[src/rtl/pm_pkg.sv]
package pm_pkg;
  localparam int NUM_GRP = 8;
  localparam int G_CPU  = 0;
  localparam int G_C66  = 1;
  localparam int G_PCI  = 2;
  localparam int G_PCIF = 3;
  localparam int G_MREF = 4;
  localparam int G_IOA  = 5;
  localparam int G_REF  = 6;
  localparam int G_USB  = 7;

  typedef enum logic [1:0] {
    PM_WAIT = 2'd0,
    PM_RUN  = 2'd1,
    PM_PARK = 2'd2,
    PM_OFF  = 2'd3
  } pm_state_e;
endpackage

[src/rtl/req_sync.sv]
module req_sync #(
  parameter int W = 3
) (
  input  logic         clk,
  input  logic         rst_n,
  input  logic [W-1:0] async_i,
  output logic [W-1:0] sync_o
);
  for (genvar i = 0; i < W; i++) begin : g_bit
    logic meta_q;
    logic hold_q;
    always_ff @(posedge clk or negedge rst_n) begin
      if (!rst_n) begin
        meta_q <= 1'b1;
        hold_q <= 1'b1;
      end else begin
        meta_q <= async_i[i];
        hold_q <= meta_q;
      end
    end
    assign sync_o[i] = hold_q;
  end
endmodule

[src/rtl/gclk_div.sv]
module gclk_div #(
  parameter int HALF   = 4,
  parameter int COPIES = 1
) (
  input  logic              clk,
  input  logic              rst_n,
  input  logic              en_nx,
  output logic              rise_o,
  output logic [COPIES-1:0] clk_o
);
  localparam int CW = (HALF < 1) ? 1 : $clog2(2 * HALF);
  localparam logic [CW-1:0] LAST    = CW'(2 * HALF - 1);
  localparam logic [CW-1:0] RISE_AT = CW'(HALF - 1);

  logic [CW-1:0] cnt_q, cnt_d;
  logic          out_q, out_d;
  logic          rise, fall;

  always_comb begin
    rise  = (cnt_q == RISE_AT);
    fall  = (cnt_q == LAST);
    cnt_d = fall ? '0 : cnt_q + CW'(1);
    out_d = out_q;
    // A high phase begins only if enabled; a started one always completes.
    if (rise)      out_d = en_nx;
    else if (fall) out_d = 1'b0;
  end

  always_ff @(posedge clk or negedge rst_n) begin
    if (!rst_n) begin
      cnt_q <= '0;
      out_q <= 1'b0;
    end else begin
      cnt_q <= cnt_d;
      out_q <= out_d;
    end
  end

  assign rise_o = rise;
  for (genvar c = 0; c < COPIES; c++) begin : g_copy
    assign clk_o[c] = out_q;
  end
endmodule

[src/rtl/pm_fsm.sv]
module pm_fsm
  import pm_pkg::*;
#(
  parameter int STAB_TICKS = 100000
) (
  input  logic               clk,
  input  logic               rst_n,
  input  logic               tick,
  input  logic               cstop_s,
  input  logic               pstop_s,
  input  logic               pdn_s,
  output logic [NUM_GRP-1:0] en_nx,
  output logic [NUM_GRP-1:0] grp_en,
  output logic               osc_pll_en,
  output logic               stab_wait
);
  localparam int SCW = $clog2(STAB_TICKS + 1);
  localparam logic [SCW-1:0] LOAD = SCW'(STAB_TICKS - 1);

  pm_state_e          state_q, state_d;
  logic [SCW-1:0]     scnt_q, scnt_d;
  logic [NUM_GRP-1:0] en_q, en_d, run_en;

  always_comb begin
    state_d = state_q;
    scnt_d  = scnt_q;
    if (tick) begin
      unique case (state_q)
        PM_WAIT: begin
          if (!pdn_s)               state_d = PM_PARK;
          else if (scnt_q == '0)    state_d = PM_RUN;
          else                      scnt_d  = scnt_q - SCW'(1);
        end
        PM_RUN:  if (!pdn_s) state_d = PM_PARK;
        PM_PARK: state_d = PM_OFF;
        default: begin
          if (pdn_s) begin
            state_d = PM_WAIT;
            scnt_d  = LOAD;
          end
        end
      endcase
    end
  end

  always_comb begin
    run_en         = '1;
    run_en[G_CPU]  = cstop_s;
    run_en[G_C66]  = cstop_s;
    run_en[G_PCI]  = pstop_s;
    if (tick) en_d = (state_d == PM_RUN) ? run_en : '0;
    else      en_d = en_q;
  end

  always_ff @(posedge clk or negedge rst_n) begin
    if (!rst_n) begin
      state_q <= PM_WAIT;
      scnt_q  <= LOAD;
      en_q    <= '0;
    end else begin
      state_q <= state_d;
      scnt_q  <= scnt_d;
      en_q    <= en_d;
    end
  end

  assign en_nx      = en_d;
  assign grp_en     = en_q;
  assign osc_pll_en = (state_q != PM_OFF);
  assign stab_wait  = (state_q == PM_WAIT);
endmodule

[src/rtl/clkgate_pm.sv]
module clkgate_pm
  import pm_pkg::*;
#(
  parameter int CPU_N      = 4,
  parameter int C66_N      = 4,
  parameter int PCI_N      = 7,
  parameter int MREF_N     = 2,
  parameter int IOA_N      = 3,
  parameter int REF_N      = 2,
  parameter int CPU_HALF   = 1,
  parameter int C66_HALF   = 2,
  parameter int PCI_HALF   = 4,
  parameter int MREF_HALF  = 2,
  parameter int IOA_HALF   = 8,
  parameter int REF_HALF   = 5,
  parameter int USB_HALF   = 3,
  parameter int STAB_TICKS = 100000
) (
  input  logic               clk_root,
  input  logic               rst_n,
  input  logic               cpu_stop_n,
  input  logic               pci_stop_n,
  input  logic               pwrdn_n,
  output logic [CPU_N-1:0]   cpu_clk_o,
  output logic [C66_N-1:0]   c66_clk_o,
  output logic [PCI_N-1:0]   pci_clk_o,
  output logic               pcif_clk_o,
  output logic [MREF_N-1:0]  mref_clk_o,
  output logic [IOA_N-1:0]   ioa_clk_o,
  output logic [REF_N-1:0]   ref_clk_o,
  output logic               usb_clk_o,
  output logic [NUM_GRP-1:0] grp_en_o,
  output logic               osc_pll_en_o,
  output logic               stab_wait_o
);
  // Every group high phase must fit inside one PCI period so that
  // power-down has parked all outputs before the oscillator is dropped.

  logic       rst_m_q, rst_s_q;
  logic [2:0] req_s;
  logic       pci_tick;
  logic [NUM_GRP-1:0] en_nx;
  logic [6:0] rise_unused;

  always_ff @(posedge clk_root or negedge rst_n) begin
    if (!rst_n) begin
      rst_m_q <= 1'b0;
      rst_s_q <= 1'b0;
    end else begin
      rst_m_q <= 1'b1;
      rst_s_q <= rst_m_q;
    end
  end

  req_sync #(.W(3)) u_sync (
    .clk     (clk_root),
    .rst_n   (rst_s_q),
    .async_i ({pwrdn_n, pci_stop_n, cpu_stop_n}),
    .sync_o  (req_s)
  );

  pm_fsm #(.STAB_TICKS(STAB_TICKS)) u_fsm (
    .clk        (clk_root),
    .rst_n      (rst_s_q),
    .tick       (pci_tick),
    .cstop_s    (req_s[0]),
    .pstop_s    (req_s[1]),
    .pdn_s      (req_s[2]),
    .en_nx      (en_nx),
    .grp_en     (grp_en_o),
    .osc_pll_en (osc_pll_en_o),
    .stab_wait  (stab_wait_o)
  );

  gclk_div #(.HALF(PCI_HALF), .COPIES(1)) u_pcif (
    .clk(clk_root), .rst_n(rst_s_q), .en_nx(en_nx[G_PCIF]),
    .rise_o(pci_tick), .clk_o(pcif_clk_o));

  gclk_div #(.HALF(CPU_HALF), .COPIES(CPU_N)) u_cpu (
    .clk(clk_root), .rst_n(rst_s_q), .en_nx(en_nx[G_CPU]),
    .rise_o(rise_unused[0]), .clk_o(cpu_clk_o));

  gclk_div #(.HALF(C66_HALF), .COPIES(C66_N)) u_c66 (
    .clk(clk_root), .rst_n(rst_s_q), .en_nx(en_nx[G_C66]),
    .rise_o(rise_unused[1]), .clk_o(c66_clk_o));

  gclk_div #(.HALF(PCI_HALF), .COPIES(PCI_N)) u_pci (
    .clk(clk_root), .rst_n(rst_s_q), .en_nx(en_nx[G_PCI]),
    .rise_o(rise_unused[2]), .clk_o(pci_clk_o));

  gclk_div #(.HALF(MREF_HALF), .COPIES(MREF_N)) u_mref (
    .clk(clk_root), .rst_n(rst_s_q), .en_nx(en_nx[G_MREF]),
    .rise_o(rise_unused[3]), .clk_o(mref_clk_o));

  gclk_div #(.HALF(IOA_HALF), .COPIES(IOA_N)) u_ioa (
    .clk(clk_root), .rst_n(rst_s_q), .en_nx(en_nx[G_IOA]),
    .rise_o(rise_unused[4]), .clk_o(ioa_clk_o));

  gclk_div #(.HALF(REF_HALF), .COPIES(REF_N)) u_ref (
    .clk(clk_root), .rst_n(rst_s_q), .en_nx(en_nx[G_REF]),
    .rise_o(rise_unused[5]), .clk_o(ref_clk_o));

  gclk_div #(.HALF(USB_HALF), .COPIES(1)) u_usb (
    .clk(clk_root), .rst_n(rst_s_q), .en_nx(en_nx[G_USB]),
    .rise_o(rise_unused[6]), .clk_o(usb_clk_o));
endmodule

[config.mk]
export PLATFORM = sky130hd
export DESIGN_NAME = clkgate_pm
export DESIGN_NICKNAME = d
export VERILOG_FILES = /design/src/rtl/pm_pkg.sv /design/src/rtl/req_sync.sv /design/src/rtl/gclk_div.sv /design/src/rtl/pm_fsm.sv /design/src/rtl/clkgate_pm.sv
export SDC_FILE = /design/constraint.sdc
export NUM_CORES = 1
export LEC_CHECK = 0
export BUFFER_PORTS_ARGS = -buffer_cell sky130_fd_sc_hd__buf_4
export CORE_UTILIZATION = 45
export DETAILED_ROUTE_END_ITERATION = 6
export PLACE_DENSITY = 0.69
export SLEW_MARGIN = 25
export SYNTH_ARGS = -nofsm -noshare
export SYNTH_HDL_FRONTEND = slang
export SYNTH_SLANG_ARGS = --single-unit
[constraint.sdc]
create_clock -name clk_root -period 2.61 [get_ports clk_root]
set_input_delay 0.261 -clock clk_root [delete_from_list [all_inputs] [get_ports clk_root]]
set_output_delay 0.261 -clock clk_root [all_outputs]
set_load 0.1 [all_outputs]
==> results of run 1 <==
==> synth_stat cells (all sizes together), types with 2 or more instances <==
| cell type | count | share of area |
|---|---|---|
| nor2 | 18 | 0.021 |
| mux2i | 3 | 0.0094 |
| clkbuf | 4 | 0.0047 |
| a21oi | 21 | 0.034 |
| buf | 23 | 0.055 |
| inv | 29 | 0.034 |
| ha | 18 | 0.071 |
| nand2 | 26 | 0.034 |
| a31oi | 12 | 0.026 |
| nor3b | 2 | 0.0047 |
| nor4 | 3 | 0.015 |
| nor3 | 6 | 0.0094 |
| o31ai | 10 | 0.028 |
| nand2b | 3 | 0.0059 |
| o41ai | 2 | 0.0055 |
| dfrtp | 49 | 0.39 |
| or4 | 2 | 0.0047 |
| o21ai | 24 | 0.039 |
| nor2b | 2 | 0.0039 |
| nand3 | 2 | 0.0031 |
| dfstp | 16 | 0.13 |
| and2 | 2 | 0.0039 |
| or3 | 2 | 0.0039 |
| o21a | 3 | 0.0071 |
==> power groups by stage <==
stage | combinational [mW] | sequential [mW] | clock (mW)
3_3_place_gp | 1.22 | 1.42 | 0
2_1_floorplan | 0.709 | 1.70 | 0
3_5_place_dp | 1.24 | 1.42 | 0
4_1_cts | 1.24 | 1.41 | 0.986
5_1_grt | 1.34 | 1.44 | 1.03
6_report | 1.24 | 1.41 | 0.958
==> cell type report <==
type,count,area [µm²],share of cell area
clock buffer,9,124,0.0337
clock inverter,7,100,0.0272
inverter,29,109,0.0296
multi-input combinational,180,1240,0.338
sequential,65,1650,0.449
tap,96,120,0.0327
timing repair buffer,44,333,0.0906
==> worst max path at each step <==
stage | endpoint | slack [ps] | cells after the start
finish | u_ref.out_q$_DFFE_PN0P_ | 340 | 7
global route | u_c66.out_q$_DFFE_PN0P_ | 130 | 7
CTS | u_ref.out_q$_DFFE_PN0P_ | 300 | 7
detailed placement | u_ref.out_q$_DFFE_PN0P_ | 320 | 7
global placement | u_ref.out_q$_DFFE_PN0P_ | 470 | 7
floorplan | u_cpu.out_q$_DFF_PN0_ | 190 | 8
==> worst max-delay path: stages, from the launching register on <==
cell      delay [ps]
dfrtp_1          460
inv_1            140
ha_2             200
nor4bb_1         360
nand4b_2         240
o31ai_4          320
nand2_2          260
a22oi_1          220
==> flip-flops by register name, indices dropped and copies added (netlist names) <==
| name | cells |
|---|---|
| u_ioa.cnt_q | 4 |
| u_sync.g_bit.hold_q | 3 |
| u_c66.out_q | 1 |
| u_cpu.cnt_q | 1 |
| u_pcif.cnt_q | 3 |
| u_pci.cnt_q | 3 |
| u_ioa.out_q | 1 |
| u_fsm.scnt_q | 17 |
| u_pci.out_q | 1 |
| u_fsm.grp_en | 8 |
| u_usb.clk_o | 1 |
| u_ref.cnt_q | 4 |
| u_c66.cnt_q | 2 |
| u_fsm.state_q | 2 |
| u_cpu.out_q | 1 |
| u_sync.g_bit.meta_q | 3 |
| u_pcif.clk_o | 1 |
| u_ref.out_q | 1 |
| rst_s_q | 1 |
| rst_m_q | 1 |
| u_mref.out_q | 1 |
| u_usb.cnt_q | 3 |
| u_mref.cnt_q | 2 |
==> cells by family (layout without fill, tap and decap cells) <==
kind of cell	count (synthesis)	in the layout	synth area share
AOI/OAI and AO/OA	83	83	0.177
buffers and inverters	56	89	0.0943
xor gates and xnor gates	2	2	0.00550
and+or+nand+nor	73	73	0.125
DFF	65	65	0.517
adders and majority gates	18	18	0.0707
other	1	1	0.00118
muxes	3	3	0.00943
==> layer usage <==
layer,up-vias,GRT usage
met5,-,0
met4,0,0.0985
met3,9,0.0414
met2,46,0.230
met1,1027,0.230
li1,1078,-
==> impl_metrics.json, run 1 <==
{
  "fp-row-count": 30,
  "setup_slack_ps": 340,
  "cts.sinks": 65,
  "synth-seq-cells": 65,
  "wl_met3_um": 188,
  "cts_setup_buffers": 0,
  "avgSynthCellArea_um2": 10.6,
  "fp.dieW_um": 86.1,
  "path_max_fanout": 13,
  "grt_pass1_vias": 1996,
  "first_iter_violations": 113,
  "hold_depth": 1,
  "gr-usage-all-layers": 0.164,
  "insertion_delay_ps": 340,
  "dp_slack_ps": 317,
  "vdd_drop_max_uv": 359,
  "worstHoldStart": "cpu_stop_n",
  "ys.flop_type": "dfrtp_1",
  "numCtsBuffers": 9,
  "synth_edf_count": 0,
  "cts_tree": "done",
  "r2r-start": "u_fsm.state_q[0]$_DFF_PN0_",
  "crit_arrival_ps": 2530,
  "vias": 2160,
  "dp.cells": 413,
  "netlist_instances": 301,
  "synth_cell_types": 52,
  "critPathCaptureType": "flop",
  "finalInstanceArea_um2": 3670,
  "drc": 0,
  "start_kind": "flop",
  "routed_wl_um": 5520,
  "wl_met1_um": 2710,
  "antenna_left": 0,
  "fin_skew_ps": 9.65,
  "yosysWarnings": 0,
  "grt_pass1_wl_um": 9300,
  "die_y_um": 86.1,
  "wl_met2_um": 2520,
  "maxSlewViolCount": 0,
  "critPathKind": "flop to flop",
  "dpl.hpwl_um": 3830,
  "async_flop_share": 1.00,
  "fin_util": 0.538,
  "power_leakage_nw": 1.75,
  "nFillCells": 633,
  "status": "finished, final reports clean",
  "period_share": 0.870,
  "power.internal_mw": 2.12,
  "rsz0062_at_grt": "no",
  "die_area_um2": 7420,
  "power_switching_mw": 1.48,
  "r2r_cells": 7,
  "period_minus_slack_ps": 2270,
  "drive_gt1_frac": 0.272,
  "hold_viol_final": 0,
  "hold_slack_ps": 30.4,
  "ios": 39,
  "synth.yosys.seq_area_share": 0.517,
  "cts_max_path_buffers": 2,
  "hold_class": "input pin to flop",
  "htree_levels": 3,
  "antenna_found_initial": 0,
  "startpoint": "u_fsm.state_q[0]$_DFF_PN0_",
  "final_cells": 430,
  "viasPerCell": 5.02,
  "clockPowerShare": 0.266,
  "p_comb_frac": 0.343,
  "initial_core_util": 0.466,
  "required_ps": 2870,
  "r2r_setup_slack_ps": 340,
  "place_congestion": 0.826,
  "finish.net_count": 352,
  "final-setup-viol-count": 0,
  "port_buffers": 38,
  "wl_per_cell_um": 12.8,
  "tightest_slew_ps": 754,
  "slew_headroom": 0.497,
  "grt_remaining_overflow": 0,
  "hold_buffers": 1,
  "cts_resized": 0,
  "switching_share": 0.411,
  "routed.top_layer": "met4",
  "diodes": 0,
  "reg2reg_to": "u_ref.out_q$_DFFE_PN0P_",
  "dr.pass1.iters": 4,
  "min_to": "u_sync.g_bit[0].meta_q$_DFF_PN1_",
  "path_clk_slew_ps": 80,
  "seqPwrFrac": 0.391,
  "layout_common_cells": "48 x dfrtp_1, 43 x buf_4, 29 x inv_1, 24 x nand2_1",
  "finalPower_mw": 3.60,
  "placed_area_um2": 3440,
  "core_area_um2": 6830,
  "root_buffer": "clkbuf_8",
  "max_cap_violations": 0,
  "power_density_nw_per_um2": 981,
  "grt_max_degree": 64,
  "timing.fmax_mhz": 441,
  "area_delta_synth_final_pct": 15.4,
  "syn_nets": 324,
  "synth_area_um2": 3180,
  "setup-tns-final_ps": 0,
  "final_common_cell": "dfrtp_1"
}
Power figures use the tool's default switching activity.
==> run 2, diff against run 1 <==
--- a/config.mk
+++ b/config.mk
@@ -8,6 +8,7 @@
 export BUFFER_PORTS_ARGS = -buffer_cell sky130_fd_sc_hd__buf_4
 export CORE_UTILIZATION = 45
 export DETAILED_ROUTE_END_ITERATION = 6
+export MAX_ROUTING_LAYER = met4
 export PLACE_DENSITY = 0.69
 export SLEW_MARGIN = 25
 export SYNTH_ARGS = -nofsm -noshare
==> impl_metrics.json, run 2 (same netlist as run 1, synthesis figures left out) <==
{
  "ios": 39,
  "layout_common_cells": "48 x dfrtp_1, 43 x buf_4, 29 x inv_1, 24 x nand2_1",
  "crit_arrival_ps": 2520,
  "drive_gt1_frac": 0.272,
  "routed_wl_um": 5530,
  "required_ps": 2870,
  "wl_per_cell_um": 12.9,
  "slew_headroom": 0.496,
  "finalPower_mw": 3.60,
  "die_y_um": 86.1,
  "r2r_setup_slack_ps": 350,
  "root_buffer": "clkbuf_8",
  "r2r-start": "u_fsm.state_q[0]$_DFF_PN0_",
  "gr-usage-all-layers": 0.170,
  "max_cap_violations": 0,
  "port_buffers": 38,
  "drc": 0,
  "cts_max_path_buffers": 2,
  "cts_tree": "done",
  "path_max_fanout": 13,
  "grt_remaining_overflow": 0,
  "setup-tns-final_ps": 0,
  "maxSlewViolCount": 0,
  "r2r_cells": 7,
  "critPathKind": "flop to flop",
  "dr.pass1.iters": 4,
  "period_minus_slack_ps": 2260,
  "fin_skew_ps": 9.69,
  "nFillCells": 633,
  "final_common_cell": "dfrtp_1",
  "period_share": 0.867,
  "timing.fmax_mhz": 442,
  "tightest_slew_ps": 756,
  "status": "finished, final reports clean",
  "reg2reg_to": "u_ref.out_q$_DFFE_PN0P_",
  "final-setup-viol-count": 0,
  "vias": 2155,
  "min_to": "u_sync.g_bit[0].meta_q$_DFF_PN1_",
  "hold_viol_final": 0,
  "fp.dieW_um": 86.1,
  "cts.sinks": 65,
  "viasPerCell": 5.01,
  "power_leakage_nw": 1.75,
  "first_iter_violations": 109,
  "critPathCaptureType": "flop",
  "largest_register_ffs": 17,
  "finish.net_count": 352,
  "top_register": "u_fsm.scnt_q",
  "power_density_nw_per_um2": 981,
  "hold_depth": 1,
  "antenna_found_initial": 0,
  "grt_pass1_vias": 1995,
  "vdd_drop_max_uv": 361,
  "insertion_delay_ps": 340,
  "rsz0062_at_grt": "no",
  "area_delta_synth_final_pct": 15.4,
  "initial_core_util": 0.466,
  "grt_pass1_wl_um": 9320,
  "antenna_left": 0,
  "die_area_um2": 7420,
  "fp-row-count": 30,
  "start_kind": "flop",
  "worstHoldStart": "cpu_stop_n",
  "hold_class": "input pin to flop",
  "diodes": 0,
  "grt_max_degree": 64,
  "core_area_um2": 6830,
  "place_congestion": 0.839,
  "numCtsBuffers": 9,
  "dpl.hpwl_um": 3830,
  "htree_levels": 3,
  "path_clk_slew_ps": 80
}
run 2: layer usage:
| layer | share of wire | vias to the layer above | global-route usage |
|---|---|---|---|
| li1 | - | 1081 | - |
| met1 | 0.49 | 1022 | 0.231 |
| met2 | 0.46 | 44 | 0.229 |
| met3 | 0.038 | 8 | 0.0385 |
| met4 | 0.018 | 0 | 0.103 |
| met5 | 0 | - | - |
run 2: how the worst max path moves through the flow:
stage | start | endpoint | slack, ps | depth (start not counted)
floorplan | u_fsm.state_q[0]$_DFF_PN0_ | u_cpu.out_q$_DFF_PN0_ | 190 | 8
global placement | u_fsm.state_q[0]$_DFF_PN0_ | u_ref.out_q$_DFFE_PN0P_ | 470 | 7
detailed placement | u_fsm.state_q[0]$_DFF_PN0_ | u_ref.out_q$_DFFE_PN0P_ | 320 | 7
CTS | u_fsm.state_q[0]$_DFF_PN0_ | u_ref.out_q$_DFFE_PN0P_ | 300 | 7
global route | u_fsm.state_q[0]$_DFF_PN0_ | u_c66.out_q$_DFFE_PN0P_ | 130 | 7
finish | u_fsm.state_q[0]$_DFF_PN0_ | u_ref.out_q$_DFFE_PN0P_ | 350 | 7
run 2: metrics by stage:
| step | instances | area, µm² | hold WS, ps | util | worst slack, ps |
|---|---|---|---|---|---|
| floorplan | 301 | 3190 | -34.6 | - | 186 |
| global placement | 413 | 3440 | 43.1 | 0.503 | 474 |
| detailed placement | 413 | 3440 | 44.3 | 0.503 | 317 |
| CTS | 430 | 3670 | 12.8 | 0.538 | 304 |
| global route | 430 | 3670 | 12.6 | 0.538 | 128 |
| finish | 430 | 3670 | 28.8 | 0.538 | 348 |
run 2: cell type report:
class                      instances  area, µm²  share of cell area
clock buffer                       9        124              0.0337
clock inverter                     7        100              0.0272
inverter                          29        109              0.0296
multi-input combinational        180       1240               0.338
sequential                        65       1650               0.449
tap                               96        120              0.0327
timing repair buffer              44        333              0.0906
run 2: power breakdown:
group          internal [mW]  switching [mW]
Combinational          0.357           0.880
Sequential              1.22           0.193
Clock                  0.547           0.408
Total                   2.12            1.48
run 2: critical path: stages, from the launching register on:
cell and delay [ps]:
dfrtp_1 460, inv_1 140, ha_2 200, nor4bb_1 350, nand4b_2 240, o31ai_4 320
nand2_2 260, a22oi_1 220
run 2: repair_timing:
action | in CTS | in global routing
hold buffers | 1 | 0
setup buffers | 0 | 0
resized for setup | 0 | 0
endpoints found under the hold margin | 2 | 0
